File: config.mk
export PLATFORM = sky130hd
export DESIGN_NAME = frame_dimmer
export DESIGN_NICKNAME = d
export VERILOG_FILES = /design/src/rtl/frame_dimmer.sv
export SDC_FILE = /design/constraint.sdc
export NUM_CORES = 1
export LEC_CHECK = 0
export ABC_CLOCK_PERIOD_IN_PS = 5600
export CAP_MARGIN = 20
export CORE_MARGIN = 1
export CORE_UTILIZATION = 40
export DETAILED_ROUTE_END_ITERATION = 6
export DONT_BUFFER_PORTS = 1
export GPL_TIMING_DRIVEN = 0
export HOLD_SLACK_MARGIN = 0.12
export PLACE_DENSITY_LB_ADDON = 0.15
export SLEW_MARGIN = 0
export SYNTH_ARGS = -nofsm -noshare
export SYNTH_HDL_FRONTEND = slang
export SYNTH_SLANG_ARGS = --single-unit
File: constraint.sdc
create_clock -name clk -period 5.6 [get_ports clk]
set_input_delay 1.4 -clock clk [delete_from_list [all_inputs] [get_ports clk]]
set_output_delay 1.4 -clock clk [all_outputs]
set_load 0.02 [all_outputs]
File: src/rtl/frame_dimmer.sv
module frame_dimmer #(
  parameter int BW = 5,
  parameter int PW = 16,
  parameter int IW = 16,
  parameter int SW = 8,
  parameter logic [PW-1:0] BLANK_PTR = 16'h0370
) (
  input  logic          clk,
  input  logic          rst,
  input  logic          vsync_pulse,
  input  logic          key_hit,
  input  logic [IW-1:0] idle_frames,
  input  logic [SW-1:0] step_frames,
  input  logic [BW-1:0] bright_in,
  input  logic [PW-1:0] line_ptr_in,
  output logic [BW-1:0] bright_out,
  output logic [PW-1:0] line_ptr_out,
  output logic [1:0]    saver_state
);
  localparam logic [BW-1:0] DIMMEST  = '1;
  localparam logic [1:0]    ST_IDLE  = 2'd0;
  localparam logic [1:0]    ST_FADE  = 2'd1;
  localparam logic [1:0]    ST_BLANK = 2'd2;

  logic [1:0]    state;
  logic [IW-1:0] idle_cnt;
  logic [SW-1:0] step_cnt;
  logic [BW-1:0] bright_q, bright_sav;
  logic [PW-1:0] ptr_q, ptr_sav;
  logic [BW-1:0] bright_nx;

  assign bright_nx    = bright_q + 1'b1;
  assign bright_out   = bright_q;
  assign line_ptr_out = ptr_q;
  assign saver_state  = state;

  always_ff @(posedge clk) begin
    if (rst) begin
      state      <= ST_IDLE;
      idle_cnt   <= idle_frames;
      step_cnt   <= step_frames;
      bright_q   <= bright_in;
      ptr_q      <= line_ptr_in;
      bright_sav <= bright_in;
      ptr_sav    <= line_ptr_in;
    end else if (key_hit) begin
      state    <= ST_IDLE;
      idle_cnt <= idle_frames;
      step_cnt <= step_frames;
      bright_q <= (state == ST_IDLE) ? bright_in : bright_sav;
      ptr_q    <= (state == ST_BLANK) ? ptr_sav : line_ptr_in;
    end else begin
      case (state)
        ST_IDLE: begin
          bright_q <= bright_in;
          ptr_q    <= line_ptr_in;
          if (vsync_pulse) begin
            if (idle_cnt <= IW'(1)) begin
              bright_sav <= bright_in;
              step_cnt   <= step_frames;
              if (bright_in == DIMMEST) begin
                state   <= ST_BLANK;
                ptr_sav <= line_ptr_in;
                ptr_q   <= BLANK_PTR;
              end else begin
                state <= ST_FADE;
              end
            end else begin
              idle_cnt <= idle_cnt - 1'b1;
            end
          end
        end
        ST_FADE: begin
          ptr_q <= line_ptr_in;
          if (vsync_pulse) begin
            if (step_cnt <= SW'(1)) begin
              step_cnt <= step_frames;
              bright_q <= bright_nx;
              if (bright_nx == DIMMEST) begin
                state   <= ST_BLANK;
                ptr_sav <= line_ptr_in;
                ptr_q   <= BLANK_PTR;
              end
            end else begin
              step_cnt <= step_cnt - 1'b1;
            end
          end
        end
        ST_BLANK: ;
        default: state <= ST_IDLE;
      endcase
    end
  end

  a_r2_state_legal: assert property (@(posedge clk) disable iff (rst)
    state != 2'd3);

  a_r3_no_count_without_pulse: assert property (@(posedge clk) disable iff (rst)
    (state == ST_IDLE && !vsync_pulse) |=> state == ST_IDLE);

  a_r5_hold_between_pulses: assert property (@(posedge clk) disable iff (rst)
    (state == ST_FADE && !key_hit && !vsync_pulse) |=> $stable(bright_q));

  a_r5_single_step: assert property (@(posedge clk) disable iff (rst)
    (state == ST_FADE && !key_hit && vsync_pulse) |=>
      (bright_q == $past(bright_q) || bright_q == $past(bright_q) + 1'b1));

  a_r7_blank_outputs: assert property (@(posedge clk) disable iff (rst)
    state == ST_BLANK |-> (ptr_q == BLANK_PTR && bright_q == DIMMEST));

  a_r8_wake_restore: assert property (@(posedge clk) disable iff (rst)
    (key_hit && state == ST_BLANK) |=>
      (state == ST_IDLE && ptr_q == $past(ptr_sav) && bright_q == $past(bright_sav)));

  a_r9_key_priority: assert property (@(posedge clk) disable iff (rst)
    key_hit |=> state == ST_IDLE);
endmodule

* Word-level counts from Yosys, hierarchy flattened
Index checks and enable logic that the tools add are counted.
Word-level totals: register bits after elaboration 68, output and inout bits 23, word-level logic and storage cells 98
Operators by class: equal/unequal tests 21, $add $sub $neg 3, bitwise logic cells 1, multiplexer cells 49, magnitude comparators 2, reductions and logical operators 15
Operators by type and width (number):
- 2-to-1 mux 16 bit | 22
- case mux 16 bit (2 select lines) | 2
- 2-to-1 mux 5 bit | 10
- 2-to-1 mux 8 bit | 6
- <= comparator 16 x 1 -> 1 bit, second input constant | 1
- case mux 8 bit (2 select lines) | 1
- subtractor 16 x 1 -> 16 bit, second input constant | 1
- != test 3 bit, second input constant | 5
- 2-to-1 mux 2 bit | 6
- != test 4 bit, second input constant | 3
- equality test 5 bit, second input constant | 2
- != test 2 bit, second input constant | 5
- case mux 5 bit (2 select lines) | 1
- nonzero test 3 bit | 3
- <= comparator 8 x 1 -> 1 bit, second input constant | 1
- AND reduction 4 bit | 2
- AND reduction 8 bit | 1
- subtractor 8 x 1 -> 8 bit, second input constant | 1
- != test 3 x 2 -> 1 bit, second input constant | 2
- case mux 2 bit (3 select lines) | 1
- AND reduction 3 bit | 2
- AND reduction 6 bit | 1
- nonzero test 2 bit | 3
- adder 5 x 1 -> 5 bit, second input constant | 1
- 8 further kinds | 8

* Logic depth before layout (Yosys ltp)
Gate-level depths: netlist (run 1).
depth in word-level cells 8, mapped depth 8, mapped depth without buffers 7

* Least setup slack after synthesis (run 1)
No wires, ideal clock.
kind input -> register, start point input bright_in[1], end point register ptr_sav[0], enable pin, arrival time 3211 ps, slack 1974 ps, buffers on the path 0, stages 5, data required time 5186 ps, cells stage by stage and3_1 -> nand3_1 -> nor3_1 -> a41oi_1 -> o31ai_1
On the way: cells in the longest elaborated chain, start to end 3
Ends and longest elaborated chain:
- from (decl) | RTL line 14 | input logic [BW-1:0] bright_in,
- equality test 5 bit | RTL line 61 | if (bright_in == DIMMEST) begin
- != test 3 x 2 -> 1 bit (no source line)
- AND reduction 8 bit (no source line)
- to (signal assigned) | RTL line 45 | ptr_sav <= line_ptr_in;
- to (signal assigned) | RTL line 63 | ptr_sav <= line_ptr_in;
- to (signal assigned) | RTL line 81 | ptr_sav <= line_ptr_in;
- to (decl) | RTL line 29 | logic [PW-1:0] ptr_q, ptr_sav;
Every way passes these cells. A chain may end at the register's enable or synchronous reset.

* Worst setup path in the final report (run 1)
start point input rst, end point register ptr_q[6], in the netlist line_ptr_out[6], enable pin
On the way: cells in the longest elaborated chain, start to end 1
Ends and longest elaborated chain:
- from (decl) | RTL line 9 | input logic rst,
- nonzero test 4 bit (no source line)
- to (signal assigned) | RTL line 43 | ptr_q <= line_ptr_in;
- to (signal assigned) | RTL line 51 | ptr_q <= (state == ST_BLANK) ? ptr_sav : line_ptr_in;
- to (signal assigned) | RTL line 56 | ptr_q <= line_ptr_in;
- to (decl) | RTL line 29
Every way passes these cells.

==> results of run 1 <==
cells in the mapped netlist, types with 9 or more instances:
library cell / instances / area (sq um)
edfxtp_1: 66 / 1982
a22o_1: 10 / 87.58
inv_1: 12 / 45.04
nor3_1: 12 / 60.06
clkbuf_1: 9 / 33.78
nand2_1: 25 / 93.84
xor2_1: 9 / 78.83
a21oi_1: 15 / 75.07
nor2_1: 25 / 93.84
a21o_1: 10 / 75.07
o21ai_0: 21 / 105.1
xnor2_1: 12 / 105.1
per-stage QoR:
stage | instance area (sq um) | hold slack (ns)
after floorplan | 3437 | 0.5158
after global placement | 3568 | 0.5301
after detailed placement | 3591 | 0.5399
after CTS | 3839 | 0.5447
after global routing | 3839 | 0.5886
final | 3839 | 0.5357
worst min-delay path, stage by stage, from the launching register on:
cell and delay [ns]:
edfxtp_1 0.32, mux2i_1 0.06, o21ai_0 0.06
worst max-delay path by stage:
stage | startpoint | end | slack [ns] | cells past startpoint
finish | rst | line_ptr_out[6] | 2.48 | 4
floorplan | bright_in[1] | ptr_sav[0] | 1.97 | 5
CTS | rst | line_ptr_out[4] | 2.39 | 4
global route | rst | line_ptr_out[4] | 2.25 | 4
detailed placement | rst | line_ptr_out[14] | 2.02 | 4
global placement | bright_in[1] | ptr_sav[4] | 1.17 | 5
layer usage:
metal  share of wire [%]  track usage [%]
met1                  45            23.56
met4                 1.7            6.818
met2                  46            26.50
met5                   0                0
met3                 8.2            6.441
layout by cell type, fill, tap and decap left out, drive strengths merged, types with 2 or more instances in the layout:
| cell type | instances |
|---|---|
| o31ai | 5 |
| clkbuf | 18 |
| a211oi | 4 |
| nand2b | 3 |
| nor4 | 7 |
| a31o | 3 |
| mux2i | 5 |
| a21o | 10 |
| nor2 | 25 |
| a22o | 10 |
| xnor2 | 12 |
| nand2 | 25 |
| xor2 | 9 |
| buf | 3 |
| o21a | 2 |
| o21ai | 24 |
| bufinv | 3 |
| a221oi | 2 |
| nand3 | 4 |
| nor3 | 12 |
| or3 | 4 |
| clkinv | 2 |
| dfxtp | 2 |
| or4 | 3 |
| edfxtp | 66 |
| a21oi | 15 |
| a31oi | 3 |
| inv | 13 |
| ha | 6 |
power by group through the flow:
stage	clock (mW)	combinational [mW]	sequential, mW
2_1_floorplan	0	0.0653	0.646
3_5_place_dp	0	0.0831	0.653
4_1_cts	0.515	0.0838	0.642
3_3_place_gp	0	0.0809	0.653
6_report	0.505	0.0827	0.642
5_1_grt	0.534	0.0933	0.647
flip-flops by register name, summed over array words and instances, names as in the netlist:
name	flops
bright_out	5
bright_sav	5
idle_cnt	16
line_ptr_out	16
ptr_sav	16
saver_state	2
step_cnt	8
cell families (layout without fill, tap and decap cells):
| group | Yosys count | count (layout) | synth area share [%] |
|---|---|---|---|
| buffers and inverters | 23 | 40 | 2.584 |
| adder cells (fa/ha/maj) | 6 | 6 | 2.184 |
| multiplexers | 6 | 6 | 1.784 |
| AND/OR/NAND/NOR | 88 | 88 | 12.89 |
| XOR/XNOR | 21 | 21 | 5.351 |
| flip-flops | 68 | 68 | 58.83 |
| AO/OA/AOI/OAI | 84 | 84 | 16.38 |
cell type report:
class                      count  area, sq um  area share, %
inverter                      12        45.04          1.173
clock inverter                 7        123.9          3.227
buffer                        11        43.79          1.141
sequential                    68         2022          52.67
tap                          105        131.4          3.422
clock buffer                   9        123.9          3.227
multi-input combinational    205         1344          35.01
timing repair buffer           1        5.005         0.1304
==> impl_metrics.ini, run 1 <==
[floorplanning]
die_y_um = 94.70
initial_core_util_pct = 41.62
placementRows = 33
pin_count = 72
die_x_um = 94.70
coreArea_sq_um = 8258
dieArea_sq_um = 8967

[clocking]
post-cts-setup-buffer-count = 0
clk_pin_slew_worst_paths_ns = 0.09
clk_path_buf_depth = 2
numCtsBuffers = 9
clock_latency_ns = 0.35
cts-resized-gates = 0
ctsHoldBuffers = 0
cts_root_buf = clkbuf_8
clock-sinks = 68
cts_tree = yes
cts_max_level = 3

[sta]
finalHoldViolations = 0
setup_viol = 0
slew_violations = 0
fmaxAchievable_mhz = 320.2
setup-tns-final_ns = 0
maxSlewHeadroom_pct = 41.25
fin_skew_ns = 0.01328
fin_crit_ns = 3.123
setup_ws_ns = 2.477
rsz0062_at_grt = no
post-route-period-util_pct = 55.77
worstMarginPinSlew_ns = 0.8813

[pwr]
p_int_mw = 0.9367
p_leak_nw = 1.365
p_seq_share_pct = 52.2
p_switching_mw = 0.2927
powerDensity_nw_per_um2 = 320.3
switching_share_pct = 23.81
ir_worst_vdd_mv = 0.1318
power_mw = 1.229
comb_power_share_pct = 6.7
power_frac_clock_pct = 41.1

[logic_synthesis]
ys_types = 46
synth-edff-count = 66
async_flop_share_pct = 0
syn_avg_cell_area_sq_um = 11.61
ys_seq_area_share_pct = 58.83
ys_ff_latch = 68
postSynthCellCount = 296
synth_warnings = 0
synth_area_sq_um = 3437
ys.flop_type = edfxtp_1
syn-num-nets = 351

[worst_hold_path]
min_path_cells = 2
hold_end = line_ptr_out[5]
hp-class = register to register
min_from = ptr_sav[5]

[finish]
num-nets-final = 363
drive_above_1_share_pct = 9.265
fin_cells = 418
antenna_cells = 0
fillCellCount = 779
synthToLayoutAreaGrowth_pct = 11.69
postLayoutCoreUtil_pct = 46.48

[drt]
via_count = 2363
dr.pass1.iters = 4
wl_per_cell_um = 17.84
wirelength_um = 7457
drc = 0
drtAntennaViolNets = 0
via_per_inst = 5.653
drt_iter0_drc = 101

[global_route]
antenna_found_initial = 0
grt_max_degree = 17
grt_first_pass_wirelength_um = 11850
grt_pass1_vias = 2306
grt.overflow.total = 0
grtUsageTotal_pct = 17.79

[status]
status = finished, final reports clean

[worst_setup_path]
cp_top_family = simple AND/OR/NAND/NOR gates
worst-endpoint-required_ns = 5.54
rr_worst_depth = 5
criticalPathCategory = primary input to register
r2r-start = idle_cnt[2]
critPathBufInv = 2
arrival_ns = 3.06
critPathMaxStageDelay_ns = 0.54
cp-end-kind = register
r2r-end = ptr_sav[4]
cp_common_cell = clkbuf_1
worstPathMaxFanout = 16
r2r_setup_slack_ns = 2.56
start_kind = primary input
slowest_stage = nand2_1
crit_chain = clkbuf_1, nor2_1, clkbuf_1, nand2_1

[run]
maxCapViolations = 0

[placement]
place.gp.congestion = 0.7959
pre_cts_ws_ns = 2.022
dp_cells = 402
portBuffers = 0
dp_hpwl_um = 5287
No activity file was read; power rests on OpenSTA's default activity.
==> inputs of run 2 (changes only) <==
--- a/config.mk
+++ b/config.mk
@@ -5,7 +5,7 @@
 export SDC_FILE = /design/constraint.sdc
 export NUM_CORES = 1
 export LEC_CHECK = 0
-export ABC_CLOCK_PERIOD_IN_PS = 5600
+export ABC_CLOCK_PERIOD_IN_PS = 2850
 export CAP_MARGIN = 20
 export CORE_MARGIN = 1
 export CORE_UTILIZATION = 40
==> constraint.sdc (replaced) <==
create_clock -name clk -period 2.85 [get_ports clk]
set_input_delay 0.7125 -clock clk [delete_from_list [all_inputs] [get_ports clk]]
set_output_delay 0.7125 -clock clk [all_outputs]
set_load 0.02 [all_outputs]
==> impl_metrics.ini, run 2 (same netlist as run 1, synthesis figures left out) <==
[status]
status = finished, final reports clean

[placement]
portBuffers = 0
place.gp.congestion = 0.8080
dp_cells = 402
postPlaceCellArea_sq_um = 3591
dp_hpwl_um = 5203

[floorplanning]
initial_core_util_pct = 41.62
coreArea_sq_um = 8258
pin_count = 72
placementRows = 33
die_y_um = 94.70
die_x_um = 94.70
dieArea_sq_um = 8967

[worst_hold_path]
hp-class = primary input to register
min_path_cells = 0

[sta]
fin_skew_ns = 0.01532
slew_violations = 0
setup-tns-final_ns = 0
post-route-period-util_pct = 93.44
worstMarginPinSlew_ns = 0.9017
fin_crit_ns = 2.663
setup_viol = 0
finalHoldViolations = 0
maxSlewHeadroom_pct = 39.25
rsz0062_at_grt = no
fmaxAchievable_mhz = 375.5

[global_route]
grt.overflow.total = 0
grtUsageTotal_pct = 17.58
antenna_found_initial = 0
grt_max_degree = 17
grt_pass1_vias = 2357
grt_first_pass_wirelength_um = 11670

[pwr]
p_int_mw = 1.745
p_switching_mw = 0.5480
switching_share_pct = 23.90
p_leak_nw = 1.366
comb_power_share_pct = 7.2
powerDensity_nw_per_um2 = 598.5
power_frac_clock_pct = 37.9
p_seq_share_pct = 54.9
ir_worst_vdd_mv = 0.2593

[clocking]
cts_max_level = 3
clk_path_buf_depth = 2
cts_tree = yes
clock-sinks = 68
clk_pin_slew_worst_paths_ns = 0.08
numCtsBuffers = 9
clock_latency_ns = 0.35
cts_root_buf = clkbuf_8

[worst_setup_path]
worst-endpoint-required_ns = 2.89
crit_chain = or4_1, or3_4, o31ai_2, nand2_1, o21ai_1, buf_2
rr_worst_depth = 6
cp-end-kind = register
slowest_stage = or4_1
critPathMaxStageDelay_ns = 0.55
cp_top_family = simple AND/OR/NAND/NOR gates
arrival_ns = 2.70
cp.depth = 6
worstPathMaxFanout = 7
criticalPathCategory = register to register
critPathBufInv = 1
start_kind = register

[finish]
fin_cells = 419
final_common_cell = edfxtp_1
synthToLayoutAreaGrowth_pct = 11.47
mostFrequentLayoutCells = 66 x edfxtp_1, 25 x nand2_1, 25 x nor2_1, 19 x o21ai_0, 15 x a21oi_1
antenna_cells = 0
postLayoutCellArea_sq_um = 3831
num-nets-final = 364
drive_above_1_share_pct = 9.554

[drt]
via_count = 2338
drtAntennaViolNets = 0
drc = 0
wl_per_cell_um = 17.42
drt_iter0_drc = 118
wirelength_um = 7301
dr.pass1.iters = 4
via_per_inst = 5.580

[run]
maxCapViolations = 0
[run 2: worst reg2reg max path: cells and delay by family (launching register included)]
kind                   cells  cell delay (ns)
buffers and inverters      1             0.25
DFF                        1             0.46
AOI/OAI and AO/OA          2             0.50
and+or+nand+nor            3             1.14
[run 2: final cells by class]
type                       count  area [sq um]
fill                         791          4427
sequential                    68          2022
multi-input combinational    205          1349
tap                          105         131.4
clock buffer                   9         123.9
clock inverter                 7         91.34
inverter                      12         45.04
buffer                        11         43.79
timing repair buffer           2         25.02
[run 2: what timing repair did]
item / CTS / global route
buffers inserted: 1 / 0
endpoints found under the setup margin: 16 / 12
hold buffers: 0 / 0
pin swaps: 1 / 0
resized for setup: 0 / 2
[run 2: worst paths after layout]
| kind | slack [ns] | to | start |
|---|---|---|---|
| setup reg to reg | 0.19 | step_cnt[2] | idle_cnt[2] |
| hold reg to reg | 0.55 | line_ptr_out[9] | ptr_sav[9] |
| setup / recovery | 0.19 | step_cnt[2] | idle_cnt[2] |
| hold / removal | 0.46 | ptr_sav[12] | line_ptr_in[12] |
[run 2: power by group through the flow]
stage | registers, mW | clock network [mW] | logic [mW]
3_3_place_gp | 1.28 | 0 | 0.158
6_report | 1.26 | 0.869 | 0.165
5_1_grt | 1.27 | 0.927 | 0.189
4_1_cts | 1.26 | 0.892 | 0.166
2_1_floorplan | 1.27 | 0 | 0.129
3_5_place_dp | 1.28 | 0 | 0.161
[run 2: per-stage QoR]
step | hold WS (ns) | util, % | setup slack (ns) | total power, mW
4_1_cts | 0.4374 | 46.33 | 0.07510 | 2.318
5_1_grt | 0.4349 | 46.39 | 0.03039 | 2.388
3_3_place_gp | 0.5240 | 43.38 | -0.5552 | 1.439
6_report | 0.4574 | 46.39 | 0.1870 | 2.293
3_5_place_dp | 0.5462 | 43.48 | -0.1656 | 1.444
2_1_floorplan | 0.5158 | - | 0.1115 | 1.398
[run 2: metal layers]
metal	vias up	global-route usage, %	routed length [um]
met4	0	7.197	91
met2	67	26.44	3362
li1	1146	-	-
met3	9	7.005	549
met1	1116	22.48	3297
met5	-	0	0
==> inputs of run 3 (changes only) <==
--- a/config.mk
+++ b/config.mk
@@ -7,8 +7,10 @@
 export LEC_CHECK = 0
 export ABC_CLOCK_PERIOD_IN_PS = 2850
 export CAP_MARGIN = 20
+export CORE_ASPECT_RATIO = 2
 export CORE_MARGIN = 1
 export CORE_UTILIZATION = 40
+export CTS_CLUSTER_DIAMETER = 100
 export DETAILED_ROUTE_END_ITERATION = 6
 export DONT_BUFFER_PORTS = 1
 export GPL_TIMING_DRIVEN = 0
==> impl_metrics.ini, run 3 (same netlist as run 1, synthesis figures left out) <==
[pwr]
p_int_mw = 1.950
power_mw = 2.570
power_frac_clock_pct = 44.4
switching_share_pct = 24.11
ir_worst_vdd_mv = 0.4533
p_leak_nw = 1.412
p_seq_share_pct = 49.1
powerDensity_nw_per_um2 = 654.8
p_switching_mw = 0.6197
comb_power_share_pct = 6.5

[drt]
via_count = 2326
wl_met3_um = 401
top_layer_used = met4
dr.pass1.iters = 4
wl_met1_um = 2607
drc = 0
drt_iter0_drc = 122
wirelength_um = 7445
drtAntennaViolNets = 0
via_per_inst = 5.632
met2_wirelength_um = 4177
wl_per_cell_um = 18.03

[clocking]
clk_pin_slew_worst_paths_ns = 0.06
cts_root_buf = clkbuf_16
cts_tree = yes
numCtsBuffers = 9
cts_max_level = 3
ctsHoldBuffers = 0
clk_path_buf_depth = 2
clock-sinks = 68
clock_latency_ns = 0.33

[sta]
slew_violations = 0
finalHoldViolations = 0
rsz0062_at_grt = no
fin_skew_ns = 0.006185
post-route-period-util_pct = 91.62
setup-tns-final_ns = 0
fmaxAchievable_mhz = 383.0
worstMarginPinSlew_ns = 0.7343
setup_ws_ns = 0.2388
holdWs_ns = 0.4717
setup_viol = 0
maxSlewHeadroom_pct = 50.53
fin_crit_ns = 2.611

[placement]
place.gp.congestion = 0.7667
dp_hpwl_um = 5577
pre_cts_ws_ns = -0.1110
portBuffers = 0
postPlaceCellArea_sq_um = 3588
dp_cells = 396

[finish]
postLayoutCoreUtil_pct = 47.34
fin_cells = 413
num-nets-final = 365
drive_above_1_share_pct = 9.841
postLayoutCellArea_sq_um = 3925
synthToLayoutAreaGrowth_pct = 14.20
fillCellCount = 725
final_common_cell = edfxtp_1
mostFrequentLayoutCells = 66 x edfxtp_1, 25 x nand2_1, 25 x nor2_1, 19 x o21ai_0, 15 x a21oi_1
antenna_cells = 0

[worst_setup_path]
arrival_ns = 2.65
worstPathMaxFanout = 6
cp-end-kind = register
r2r_setup_slack_ns = 0.24
criticalPathCategory = register to register
worst-endpoint-required_ns = 2.89
start_kind = register

[floorplanning]
dieArea_sq_um = 8990
placementRows = 47
coreArea_sq_um = 8292
die_x_um = 67.55
die_y_um = 133.1
initial_core_util_pct = 41.45
pin_count = 72

[global_route]
antenna_found_initial = 0
grt_max_degree = 17
grt_first_pass_wirelength_um = 11790
grtUsageTotal_pct = 18.06
grt_pass1_vias = 2428
grt.overflow.total = 0

[status]
status = finished, final reports clean

[worst_hold_path]
hp-class = primary input to register

[run]
maxCapViolations = 0
## run 3: timing repair
item | in CTS | in global routing
gates resized for setup | 0 | 2
setup endpoints to repair | 16 | 6
setup buffers | 1 | 0
pin swaps | 1 | 0
## run 3: layout make-up
cell class                 instances  area [sq um]  share of cell area, %
inverter                          12         45.04                  1.148
clock buffer                       9         225.2                  5.738
buffer                            11         43.79                  1.116
tap                               98         122.6                  3.124
sequential                        68          2022                  51.51
clock inverter                     7         85.08                  2.168
multi-input combinational        205          1346                  34.30
timing repair buffer               3         35.03                 0.8926
## run 3: power by group through the flow
stage	Clock (mW)	Sequential, mW	Combinational (mW)
6_report	1.14	1.26	0.167
3_5_place_dp	0	1.28	0.163
3_3_place_gp	0	1.28	0.159
4_1_cts	1.15	1.26	0.168
2_1_floorplan	0	1.27	0.129
5_1_grt	1.19	1.27	0.188
## run 3: critical path, cell delays in order, from the launching register on
cell and delay [ns]:
edfxtp_1 0.44, or4_1 0.53, or3_4 0.41, o31ai_2 0.27
nand2_1 0.17, o21ai_1 0.27, buf_4 0.22
## run 3: worst paths after layout
kind,start,end,cells past startpoint
hold / removal,line_ptr_in[6],ptr_sav[6],0
hold reg to reg,ptr_sav[4],line_ptr_out[4],2
setup reg to reg,idle_cnt[2],step_cnt[0],6
setup / recovery,idle_cnt[2],step_cnt[0],6
## run 3: layer usage
layer	global-route usage, %	vias to the layer above
met5	0	-
li1	-	1151
met1	17.51	1085
met4	10.64	0
met3	4.880	20
met2	32.12	70
